==> src/rtl/hsc_pkg.sv <==
package hsc_pkg;

  localparam int OP_W   = 4;
  localparam int STEP_W = 2;

  localparam logic [OP_W-1:0] OP_ADD  = 4'h1;
  localparam logic [OP_W-1:0] OP_ISZ  = 4'h2;
  localparam logic [OP_W-1:0] OP_BSA  = 4'h3;
  localparam logic [OP_W-1:0] OP_HALT = 4'hF;

  typedef enum logic [2:0] {
    CY_FETCH = 3'd0,
    CY_INDIR = 3'd1,
    CY_EXEC  = 3'd2,
    CY_INTR  = 3'd3,
    CY_HALT  = 3'd4
  } cycle_e;

  // one bit per register transfer the decoder can enable
  typedef struct packed {
    logic mar_from_pc;
    logic mar_from_ir;
    logic mar_from_save;
    logic mbr_from_mem;
    logic mbr_from_pc;
    logic mbr_inc;
    logic ir_from_mbr;
    logic iraddr_from_mbr;
    logic pc_inc;
    logic pc_from_ir;
    logic pc_from_isr;
    logic acc_add;
    logic mem_write;
    logic last_step;
  } ctrl_t;

  function automatic logic is_memref(input logic [OP_W-1:0] op);
    return (op == OP_ADD) || (op == OP_ISZ) || (op == OP_BSA);
  endfunction

endpackage

==> src/rtl/hsc_sequencer.sv <==
module hsc_sequencer
  import hsc_pkg::*;
(
  input  logic              clk,
  input  logic              rst_n,
  input  logic              last_step_i,
  input  logic [OP_W-1:0]   fetched_op_i,
  input  logic              fetched_ind_i,
  input  logic              irq_req_i,
  output cycle_e            cycle_q,
  output logic [STEP_W-1:0] step_q,
  output logic              int_en_q,
  output logic              take_irq_o
);

  cycle_e next_cycle;

  // interrupt decision happens only in the closing step of execute
  assign take_irq_o = (cycle_q == CY_EXEC) && last_step_i && irq_req_i && int_en_q;

  always_comb begin
    next_cycle = cycle_q;
    case (cycle_q)
      CY_FETCH: begin
        // IR is being loaded this step, so the decision looks at MBR
        if (fetched_op_i == OP_HALT)                          next_cycle = CY_HALT;
        else if (fetched_ind_i && is_memref(fetched_op_i))    next_cycle = CY_INDIR;
        else                                                  next_cycle = CY_EXEC;
      end
      CY_INDIR: next_cycle = CY_EXEC;
      CY_EXEC:  next_cycle = take_irq_o ? CY_INTR : CY_FETCH;
      CY_INTR:  next_cycle = CY_FETCH;
      default:  next_cycle = CY_HALT;
    endcase
  end

  always_ff @(posedge clk) begin
    if (!rst_n) begin
      cycle_q <= CY_FETCH;
      step_q  <= '0;
    end else if (cycle_q != CY_HALT) begin
      if (last_step_i) begin
        cycle_q <= next_cycle;
        step_q  <= '0;
      end else begin
        step_q  <= step_q + STEP_W'(1);
      end
    end
  end

  always_ff @(posedge clk) begin
    if (!rst_n)          int_en_q <= 1'b1;
    else if (take_irq_o) int_en_q <= 1'b0;
  end

  assert_new_cycle_at_t1_R11: assert property (@(posedge clk) disable iff (!rst_n)
    (cycle_q != $past(cycle_q)) |-> (step_q == '0));

  assert_fetch_three_steps_R2: assert property (@(posedge clk) disable iff (!rst_n)
    (cycle_q == CY_FETCH) |-> (step_q <= STEP_W'(2)));

  assert_intr_runs_disabled_R8: assert property (@(posedge clk) disable iff (!rst_n)
    (cycle_q == CY_INTR) |-> !int_en_q);

  assert_halt_sticky_R9: assert property (@(posedge clk) disable iff (!rst_n)
    (cycle_q == CY_HALT) |=> (cycle_q == CY_HALT) && $stable(step_q));

endmodule

==> src/rtl/hsc_decode.sv <==
module hsc_decode
  import hsc_pkg::*;
(
  input  logic              clk,
  input  logic              rst_n,
  input  cycle_e            cycle_i,
  input  logic [STEP_W-1:0] step_i,
  input  logic [OP_W-1:0]   ir_op_i,
  input  logic              mbr_zero_i,
  output ctrl_t             ctrl_o
);

  always_comb begin
    ctrl_o = '0;
    case (cycle_i)
      CY_FETCH: begin
        case (step_i)
          2'd0:    ctrl_o.mar_from_pc = 1'b1;
          2'd1: begin
            ctrl_o.mbr_from_mem = 1'b1;
            ctrl_o.pc_inc       = 1'b1;
          end
          default: begin
            ctrl_o.ir_from_mbr = 1'b1;
            ctrl_o.last_step   = 1'b1;
          end
        endcase
      end
      CY_INDIR: begin
        case (step_i)
          2'd0:    ctrl_o.mar_from_ir  = 1'b1;
          2'd1:    ctrl_o.mbr_from_mem = 1'b1;
          default: begin
            ctrl_o.iraddr_from_mbr = 1'b1;
            ctrl_o.last_step       = 1'b1;
          end
        endcase
      end
      CY_EXEC: begin
        case (ir_op_i)
          OP_ADD: begin
            case (step_i)
              2'd0:    ctrl_o.mar_from_ir  = 1'b1;
              2'd1:    ctrl_o.mbr_from_mem = 1'b1;
              default: begin
                ctrl_o.acc_add   = 1'b1;
                ctrl_o.last_step = 1'b1;
              end
            endcase
          end
          OP_ISZ: begin
            case (step_i)
              2'd0:    ctrl_o.mar_from_ir  = 1'b1;
              2'd1:    ctrl_o.mbr_from_mem = 1'b1;
              2'd2:    ctrl_o.mbr_inc      = 1'b1;
              default: begin
                ctrl_o.mem_write = 1'b1;
                ctrl_o.pc_inc    = mbr_zero_i;
                ctrl_o.last_step = 1'b1;
              end
            endcase
          end
          OP_BSA: begin
            case (step_i)
              2'd0: begin
                ctrl_o.mar_from_ir = 1'b1;
                ctrl_o.mbr_from_pc = 1'b1;
              end
              2'd1: begin
                ctrl_o.pc_from_ir = 1'b1;
                ctrl_o.mem_write  = 1'b1;
              end
              default: begin
                ctrl_o.pc_inc    = 1'b1;
                ctrl_o.last_step = 1'b1;
              end
            endcase
          end
          default: ctrl_o.last_step = 1'b1;
        endcase
      end
      CY_INTR: begin
        case (step_i)
          2'd0:    ctrl_o.mbr_from_pc = 1'b1;
          2'd1: begin
            ctrl_o.mar_from_save = 1'b1;
            ctrl_o.pc_from_isr   = 1'b1;
          end
          default: begin
            ctrl_o.mem_write = 1'b1;
            ctrl_o.last_step = 1'b1;
          end
        endcase
      end
      default: ctrl_o = '0;
    endcase
  end

  assert_mbr_one_source_R10: assert property (@(posedge clk) disable iff (!rst_n)
    $onehot0({ctrl_o.mbr_from_mem, ctrl_o.mbr_from_pc, ctrl_o.mbr_inc}));

  assert_mbr_held_while_written_R10: assert property (@(posedge clk) disable iff (!rst_n)
    ctrl_o.mem_write |-> !(ctrl_o.mbr_from_mem || ctrl_o.mbr_inc || ctrl_o.mbr_from_pc));

  assert_pc_one_source_R6: assert property (@(posedge clk) disable iff (!rst_n)
    $onehot0({ctrl_o.pc_inc, ctrl_o.pc_from_ir, ctrl_o.pc_from_isr}));

endmodule

==> src/rtl/hsc_datapath.sv <==
module hsc_datapath
  import hsc_pkg::*;
#(
  parameter int DATA_W    = 16,
  parameter int SAVE_ADDR = 0,
  parameter int ISR_ADDR  = 1
) (
  input  logic              clk,
  input  logic              rst_n,
  input  ctrl_t             ctrl_i,
  input  logic [DATA_W-1:0] mem_rdata_i,
  output logic [DATA_W-6:0] pc_q,
  output logic [DATA_W-6:0] mar_q,
  output logic [DATA_W-1:0] mbr_q,
  output logic [DATA_W-1:0] ir_q,
  output logic [DATA_W-1:0] acc_q,
  output logic              mbr_zero_o
);

  localparam int ADDR_W = DATA_W - 5;
  localparam logic [ADDR_W-1:0] SAVE_A = ADDR_W'(SAVE_ADDR);
  localparam logic [ADDR_W-1:0] ISR_A  = ADDR_W'(ISR_ADDR);

  function automatic logic [ADDR_W-1:0] addr_inc(input logic [ADDR_W-1:0] a);
    return a + ADDR_W'(1);
  endfunction

  function automatic logic [DATA_W-1:0] word_inc(input logic [DATA_W-1:0] w);
    return w + DATA_W'(1);
  endfunction

  function automatic logic [DATA_W-1:0] word_add(input logic [DATA_W-1:0] a,
                                                 input logic [DATA_W-1:0] b);
    return a + b;
  endfunction

  function automatic logic [ADDR_W-1:0] addr_field(input logic [DATA_W-1:0] w);
    return w[ADDR_W-1:0];
  endfunction

  function automatic logic [DATA_W-1:0] widen(input logic [ADDR_W-1:0] a);
    return DATA_W'(a);
  endfunction

  assign mbr_zero_o = (mbr_q == '0);

  always_ff @(posedge clk) begin
    if (!rst_n)                     mar_q <= '0;
    else if (ctrl_i.mar_from_pc)    mar_q <= pc_q;
    else if (ctrl_i.mar_from_ir)    mar_q <= addr_field(ir_q);
    else if (ctrl_i.mar_from_save)  mar_q <= SAVE_A;
  end

  always_ff @(posedge clk) begin
    if (!rst_n)                     mbr_q <= '0;
    else if (ctrl_i.mbr_from_mem)   mbr_q <= mem_rdata_i;
    else if (ctrl_i.mbr_from_pc)    mbr_q <= widen(pc_q);
    else if (ctrl_i.mbr_inc)        mbr_q <= word_inc(mbr_q);
  end

  always_ff @(posedge clk) begin
    if (!rst_n)                       ir_q <= '0;
    else if (ctrl_i.ir_from_mbr)      ir_q <= mbr_q;
    else if (ctrl_i.iraddr_from_mbr)  ir_q[ADDR_W-1:0] <= addr_field(mbr_q);
  end

  always_ff @(posedge clk) begin
    if (!rst_n)                     pc_q <= '0;
    else if (ctrl_i.pc_from_isr)    pc_q <= ISR_A;
    else if (ctrl_i.pc_from_ir)     pc_q <= addr_field(ir_q);
    else if (ctrl_i.pc_inc)         pc_q <= addr_inc(pc_q);
  end

  always_ff @(posedge clk) begin
    if (!rst_n)                     acc_q <= '0;
    else if (ctrl_i.acc_add)        acc_q <= word_add(acc_q, mbr_q);
  end

  assert_pc_steps_by_one_R2: assert property (@(posedge clk) disable iff (!rst_n)
    ctrl_i.pc_inc |=> (pc_q == $past(pc_q) + ADDR_W'(1)));

  assert_acc_moves_only_on_add_R4: assert property (@(posedge clk) disable iff (!rst_n)
    !$stable(acc_q) |-> $past(ctrl_i.acc_add));

  assert_indirect_needs_flag_R7: assert property (@(posedge clk) disable iff (!rst_n)
    ctrl_i.iraddr_from_mbr |-> ir_q[DATA_W-5]);

  assert_isr_entry_R8: assert property (@(posedge clk) disable iff (!rst_n)
    ctrl_i.mar_from_save |=> (pc_q == ISR_A) && (mar_q == SAVE_A));

endmodule

==> src/rtl/hw_seq_cpu.sv <==
module hw_seq_cpu
  import hsc_pkg::*;
#(
  parameter int DATA_W    = 16,
  parameter int SAVE_ADDR = 0,
  parameter int ISR_ADDR  = 1
) (
  input  logic              clk,
  input  logic              rst_n,
  input  logic              irq_req,
  input  logic [DATA_W-1:0] mem_rdata,
  output logic [DATA_W-6:0] mem_addr,
  output logic [DATA_W-1:0] mem_wdata,
  output logic              mem_we,
  output logic [DATA_W-1:0] acc_o,
  output logic [DATA_W-6:0] pc_o,
  output logic [2:0]        cycle_o,
  output logic [1:0]        step_o
);

  localparam int ADDR_W = DATA_W - 5;

  ctrl_t              ctrl;
  cycle_e             cycle_q;
  logic [STEP_W-1:0]  step_q;
  logic               int_en_q;
  logic               ev_irq_taken;
  logic [ADDR_W-1:0]  pc_q;
  logic [ADDR_W-1:0]  mar_q;
  logic [DATA_W-1:0]  mbr_q;
  logic [DATA_W-1:0]  ir_q;
  logic [DATA_W-1:0]  acc_q;
  logic               mbr_zero;

  hsc_sequencer u_seq (
    .clk           (clk),
    .rst_n         (rst_n),
    .last_step_i   (ctrl.last_step),
    .fetched_op_i  (mbr_q[DATA_W-1 -: OP_W]),
    .fetched_ind_i (mbr_q[DATA_W-5]),
    .irq_req_i     (irq_req),
    .cycle_q       (cycle_q),
    .step_q        (step_q),
    .int_en_q      (int_en_q),
    .take_irq_o    (ev_irq_taken)
  );

  hsc_decode u_dec (
    .clk        (clk),
    .rst_n      (rst_n),
    .cycle_i    (cycle_q),
    .step_i     (step_q),
    .ir_op_i    (ir_q[DATA_W-1 -: OP_W]),
    .mbr_zero_i (mbr_zero),
    .ctrl_o     (ctrl)
  );

  hsc_datapath #(
    .DATA_W    (DATA_W),
    .SAVE_ADDR (SAVE_ADDR),
    .ISR_ADDR  (ISR_ADDR)
  ) u_dp (
    .clk         (clk),
    .rst_n       (rst_n),
    .ctrl_i      (ctrl),
    .mem_rdata_i (mem_rdata),
    .pc_q        (pc_q),
    .mar_q       (mar_q),
    .mbr_q       (mbr_q),
    .ir_q        (ir_q),
    .acc_q       (acc_q),
    .mbr_zero_o  (mbr_zero)
  );

  assign mem_addr  = mar_q;
  assign mem_wdata = mbr_q;
  assign mem_we    = ctrl.mem_write;
  assign acc_o     = acc_q;
  assign pc_o      = pc_q;
  assign cycle_o   = cycle_q;
  assign step_o    = step_q;

  assert_no_back_to_back_write_R10: assert property (@(posedge clk) disable iff (!rst_n)
    mem_we |=> !mem_we);

  assert_irq_needs_enable_R8: assert property (@(posedge clk) disable iff (!rst_n)
    ev_irq_taken |=> (cycle_q == CY_INTR) && !int_en_q);

  assert_no_write_in_fetch_R2: assert property (@(posedge clk) disable iff (!rst_n)
    (cycle_q == CY_FETCH) |-> !mem_we);

endmodule

==> config.mk <==
export PLATFORM = sky130hd
export DESIGN_NAME = hw_seq_cpu
export DESIGN_NICKNAME = d
export VERILOG_FILES = /design/src/rtl/hsc_pkg.sv /design/src/rtl/hsc_sequencer.sv /design/src/rtl/hsc_decode.sv /design/src/rtl/hsc_datapath.sv /design/src/rtl/hw_seq_cpu.sv
export SDC_FILE = /design/constraint.sdc
export NUM_CORES = 1
export LEC_CHECK = 0
export BUFFER_PORTS_ARGS = -buffer_cell sky130_fd_sc_hd__clkbuf_2
export CAP_MARGIN = 5
export CORE_UTILIZATION = 42
export DETAILED_ROUTE_END_ITERATION = 16
export SYNTH_ARGS = -nofsm -noshare
export SYNTH_HDL_FRONTEND = slang
export SYNTH_SLANG_ARGS = --single-unit
==> constraint.sdc <==
create_clock -name clk -period 3.75 [get_ports clk]
set_clock_uncertainty 0.2 [all_clocks]
set_input_delay 0.375 -clock clk [delete_from_list [all_inputs] [get_ports clk]]
set_output_delay 0.375 -clock clk [all_outputs]
set_load 0.005 [all_outputs]
# Yosys cells after proc, flatten, opt, wreduce, memory -nomap -nowiden

Index checks and enable logic that the tools add are counted.

Output and inout bits: 60
Register bits: 76
Input bits: 19
Word-level logic and storage cells: 95

Multiplexer cells: 45
$add $sub $neg: 4
Reductions and logical operators: 22
Bitwise operators: 1
Equal/unequal tests: 13

Operators by type and width:

| cell                                                | number |
|---|---|
| 2-to-1 mux 11 bit                                   | 7 |
| 2-to-1 mux 16 bit                                   | 3 |
| 2-to-1 mux 1 bit                                    | 19 |
| adder 16 x 1 -> 16 bit, second input constant       | 1 |
| adder 16 bit                                        | 1 |
| equality test 4 x 2 -> 1 bit, second input constant | 4 |
| zero test 16 bit                                    | 1 |
| one-hot mux 1 bit (2 select lines)                  | 8 |
| one-hot mux 3 bit (4 select lines)                  | 1 |
| adder 11 x 1 -> 11 bit, second input constant       | 1 |
| 2-to-1 mux 2 bit                                    | 5 |
| OR reduction 2 bit                                  | 5 |
| nonzero test 3 bit                                  | 3 |
| equality test 4 x 1 -> 1 bit, second input constant | 2 |
| equality test 3 x 2 -> 1 bit, second input constant | 2 |
| OR reduction 3 bit                                  | 2 |
| equality test 4 bit, second input constant          | 1 |
| logical AND 1 bit                                   | 4 |
| nonzero test 2 bit                                  | 2 |
| equality test 3 x 1 -> 1 bit, second input constant | 1 |
| zero test 3 bit                                     | 1 |
| 2-to-1 mux 3 bit                                    | 1 |
| inequality test 3 bit, second input constant        | 1 |
| one-hot mux 1 bit (3 select lines)                  | 1 |
| other kinds (7)                                     | 8 |

# Depth between registers and ports, before layout

Depth after elaboration: 10
Depth in mapped cells: 11
Depth with buffers taken out: 11

# By module

From an unflattened synthesis, not the netlist that was laid out.

Cell total of the unflattened synthesis: 588
Area, all modules: 4687.0 um^2

Modules (own cells, without submodules):

| module        | sequential area each (um^2) | area each (um^2) | times used | cells an instance |
|---|---|---|---|---|
| hsc_datapath  | 1401.3                      | 4127.7           | 1          | 514 |
| hsc_sequencer | 120.1                       | 315.3            | 1          | 36 |
| hsc_decode    | 0.0                         | 244.0            | 1          | 38 |

# Worst setup path before layout

Ideal clock, no wire load.

Path type: register to register
Start: reg u_dp.mbr_q[0]
End: reg u_dp.acc_q[14]
Path buffers: 0
Setup time: 0.115 ns
Data required time: 3.435 ns
Slack: 1.176 ns
Cell stages (with the launch flop): 12
Period minus slack after synthesis: 2.574 ns
Arrival time: 2.259 ns
Path through: dfxtp_1 -> ha_1 -> inv_1 -> fa_1 -> nor2b_1 -> o21ai_0 -> a21oi_1 -> o21ai_0 -> o221ai_1 -> xnor2_1 -> o21ai_0 -> and2_1

Word-level cells in the longest chain between the ends: 1

RTL lines:

| item                   | RTL line           | source |
|---|---|---|
| from (decl)            | hsc_datapath.sv:14 | `output logic [DATA_W-1:0] mbr_q,` |
| from (signal assigned) | hsc_datapath.sv:56 | `else if (ctrl_i.mbr_from_mem) mbr_q <= mem_rdata_i;` |
| from (signal assigned) | hsc_datapath.sv:57 | `else if (ctrl_i.mbr_from_pc) mbr_q <= widen(pc_q);` |
| from (signal assigned) | hsc_datapath.sv:58 | `else if (ctrl_i.mbr_inc) mbr_q <= word_inc(mbr_q);` |
| adder 16 bit           | hsc_datapath.sv:34 | `return a + b;` |
| to (signal assigned)   | hsc_datapath.sv:76 | `else if (ctrl_i.acc_add) acc_q <= word_add(acc_q, mbr_q);` |
| to (decl)              | hsc_datapath.sv:16 | `output logic [DATA_W-1:0] acc_q,` |

No other way between the ends.
A chain may end at the register's enable or synchronous reset.

# Worst setup path after layout

Same ends and word-level chain as after synthesis.

==> flow_metrics.py <==
metrics = {
    "min_path": {
        "hold_end": "u_dp.mbr_q[13]",
        "min_path_cells": 3,
        "min_from": "mem_rdata[13]",
        "hold_path_class": "in2reg",
    },
    "setup_path": {
        "crit_fanout": 9,
        "reg2reg_from": "u_dp.mbr_q[0]",
        "crit_chain": "ha_1, inv_1, fa_1, nor2b_1, o21ai_0, a21oi_1, o21ai_0, o221ai_1, xnor2_1, o21ai_0, and2_1",
        "cp-end-kind": "register",
        "rrSetupSlack_ns": 0.83,
        "rr_worst_depth": 11,
        "cp-start-kind": "register",
        "path_class": "reg2reg",
        "crit_path_max_incr_delay_ns": 0.52,
        "cp.required_ns": 3.79,
        "cp_slowest_cell": "dfxtp_1",
        "cpMostUsedCell": "o21ai_0",
        "arrival_ns": 2.96,
        "r2r_end": "u_dp.acc_q[14]",
    },
    "power_and_ir_drop": {
        "vdd_ir_drop_max_mv": 0.290,
        "p_per_area_nw_per_um2": 574,
        "leakagePower_nw": 2.06,
    },
    "die": {
        "die_y_um": 106,
        "die-area_um2": 11200,
        "initial_core_util_pct": 43.5,
        "core-area_um2": 10400,
        "pin_count": 79,
        "placementRows": 37,
        "fp.dieW_um": 106,
    },
    "synth": {
        "netlist_instances": 564,
        "yosysUniqueCellTypes": 61,
        "async_flop_share_pct": 0,
        "yosys.area.top_type_share_pct": 33.3,
        "yosys_warnings": 0,
        "synth_top_family_by_area": "simple AND/OR/NAND/NOR gates",
        "ys.flop_type": "dfxtp_1",
        "yosysSeqAreaShare_pct": 33.3,
        "synth-edff-count": 0,
        "synth_compound_area_share_pct": 23.7,
        "synth_area_leaders": "dfxtp_1 (33%), ha_1 (6.1%), nand2_1 (6.0%)",
        "syn-num-nets": 606,
        "synth_fa_ha_area_share_pct": 6.55,
        "ys_ff_latch": 75,
        "syn_avg_cell_area_um2": 8.00,
        "synth.most_common_cell": "dfxtp_1",
        "yosys.area.top_type": "dfxtp_1",
        "synth_xor_area_share_pct": 6.60,
        "synthSimpleGateAreaFrac_pct": 24.3,
        "synthMuxAreaShare_pct": 0.472,
        "synth_top_cells_by_count": "dfxtp_1 (75), nand2_1 (72), o21ai_0 (45)",
        "syn-cell-area_um2": 4510,
    },
    "detailed_routing": {
        "viasPerCell": 5.68,
        "ant_nets": 0,
        "dr.pass1.iters": 5,
        "drtIter0Drc": 307,
        "routed_wl_um": 12400,
        "vias": 4331,
        "remaining_drc_errors": 0,
        "wl_per_cell_um": 16.2,
    },
    "clock_network": {
        "cts_buffers": 9,
        "clk_pin_slew_ns": 0.09,
        "cts_tree": "built",
        "post_cts_buffers": 0,
        "cts_resized": 0,
        "hold_buffers": 0,
        "max-clock-path-buffers": 2,
        "clkLatencyLatePin_ns": 0.35,
        "htree_num_levels": 3,
        "root_buffer": "clkbuf_8",
        "cts_sinks": 75,
    },
    "grt": {
        "grt_max_degree": 69,
        "grt_pass1_wl_um": 20400,
        "use_met3_pct": 2.72,
        "grt.busiest_layer": "met2",
        "grt_use_met2_pct": 37.2,
        "grt_pass1_vias": 3984,
        "met1_usage_pct": 31.6,
        "track_usage_pct": 22.9,
        "grt-ovfl-total": 0,
        "grt_antenna_before_repair": 0,
    },
    "place": {
        "routabilityCongestion": 0.856,
        "place_hpwl_um": 8890,
        "io_buffers": 78,
        "dpl_cell_area_um2": 4950,
    },
    "sta": {
        "worst_pin_slew_ns": 0.906,
        "clock.fmax_ghz": 0.342,
        "maxSlewViolCount": 0,
        "finalCritPeriodShare_pct": 77.9,
        "hold_viol_final": 0,
        "fin_setup_tns_ns": 0,
        "fin_crit_ns": 2.92,
        "slew_headroom_pct": 39.2,
        "finalSetupViolCount": 0,
        "rsz0062_at_grt": "false",
    },
    "job": {
        "cap_violations": 0,
    },
    "finish": {
        "syn2layout_area_growth_pct": 14.8,
        "nets": 664,
        "drive_gt1_share_pct": 17.5,
        "final_area_um2": 5180,
        "diodes": 0,
    },
    "run_status": {
        "status": "finished, final reports clean",
    },
}
[worst max-delay path, delay by kind of cell (launching register included)]
family | cells | cell delay (ns)
AO/OA/AOI/OAI | 5 | 1.00
adder cells (fa/ha/maj) | 2 | 0.63
AND/OR/NAND/NOR | 2 | 0.27
XOR/XNOR | 1 | 0.14
flip-flops | 1 | 0.52
buffers and inverters | 1 | 0.06
[placed cells by master, fill, tap and decap left out, types with 3 or more instances in the layout]
| master | count |
|---|---|
| a222oi_1 | 12 |
| and3_1 | 4 |
| o211ai_1 | 5 |
| inv_1 | 20 |
| xor2_1 | 14 |
| nand2_1 | 72 |
| nand2b_1 | 6 |
| a21oi_1 | 38 |
| clkbuf_2 | 78 |
| and4_1 | 3 |
| o21bai_1 | 3 |
| buf_4 | 5 |
| xnor2_1 | 20 |
| o221ai_1 | 3 |
| clkbuf_8 | 10 |
| a21o_1 | 4 |
| o21ai_0 | 45 |
| a221o_1 | 6 |
| a31oi_1 | 3 |
| a211oi_1 | 8 |
| ha_1 | 22 |
| nor3_1 | 7 |
| a21boi_0 | 19 |
| nor4_1 | 4 |
| nor2b_1 | 22 |
| o31ai_1 | 3 |
| and2_1 | 12 |
| nor2_1 | 29 |
| dfxtp_1 | 75 |
| nor3b_1 | 5 |
| nand3_1 | 23 |
| nand4_1 | 10 |
[per-stage QoR]
stage / power (mW) / hold slack, ns / util (%) / worst slack [ns] / std cells
floorplan: 1.92 / 0.215 / - / 1.18 / 564
global placement: 2.24 / 0.228 / 47.7 / 0.969 / 747
detailed placement: 2.27 / 0.231 / 47.7 / 0.853 / 747
CTS: 2.98 / 0.0693 / 49.9 / 0.822 / 763
global route: 3.18 / 0.0860 / 49.9 / 0.511 / 763
finish: 2.97 / 0.0774 / 49.9 / 0.828 / 763
[power breakdown]
| part | leakage, nW | internal (mW) | switching [mW] |
|---|---|---|---|
| clock | 0.108 | 0.393 | 0.324 |
| combinational | 1.34 | 0.427 | 0.674 |
| sequential | 0.607 | 0.903 | 0.248 |
| total | 2.06 | 1.72 | 1.25 |
[logic make-up after synthesis]
group | count (synthesis)
compound gates | 162
xor+xnor | 34
fa+ha+maj | 23
buf+inv | 56
flops | 75
mux | 2
simple gates | 212
[worst max-delay path by stage]
stage / end / startpoint
floorplan: u_dp.acc_q[14] / u_dp.mbr_q[0]
global route: u_dp.acc_q[14] / u_dp.mbr_q[0]
detailed placement: u_dp.acc_q[14] / u_dp.mbr_q[0]
CTS: u_dp.acc_q[14] / u_dp.mbr_q[0]
finish: u_dp.acc_q[14] / u_dp.mbr_q[0]
global placement: u_dp.acc_q[14] / u_dp.mbr_q[0]
[registers in the layout, indices dropped and copies added, names as in the netlist]
signal	flops
u_seq.step_q	2
u_seq.int_en_q	1
u_dp.acc_q	16
u_dp.pc_q	11
u_dp.ir_q	15
u_dp.mbr_q	16
u_dp.mar_q	11
u_seq.cycle_q	3
[cell type report]
cell class,count,area (µm²)
Clock buffer,10,138
Clock inverter,6,88.8
Fill cell,1052,5190
Inverter,20,75.1
Multi-Input combinational cell,433,2780
Sequential cell,75,1500
Tap cell,136,170
Timing Repair Buffer,83,428
[metal layers]
metal	wire length (µm)	up-vias
li1	-	2138
met1	5960	2052
met2	5710	127
met3	523	14
met4	196	0
met5	0	-
(Power assumes the default switching activity.)
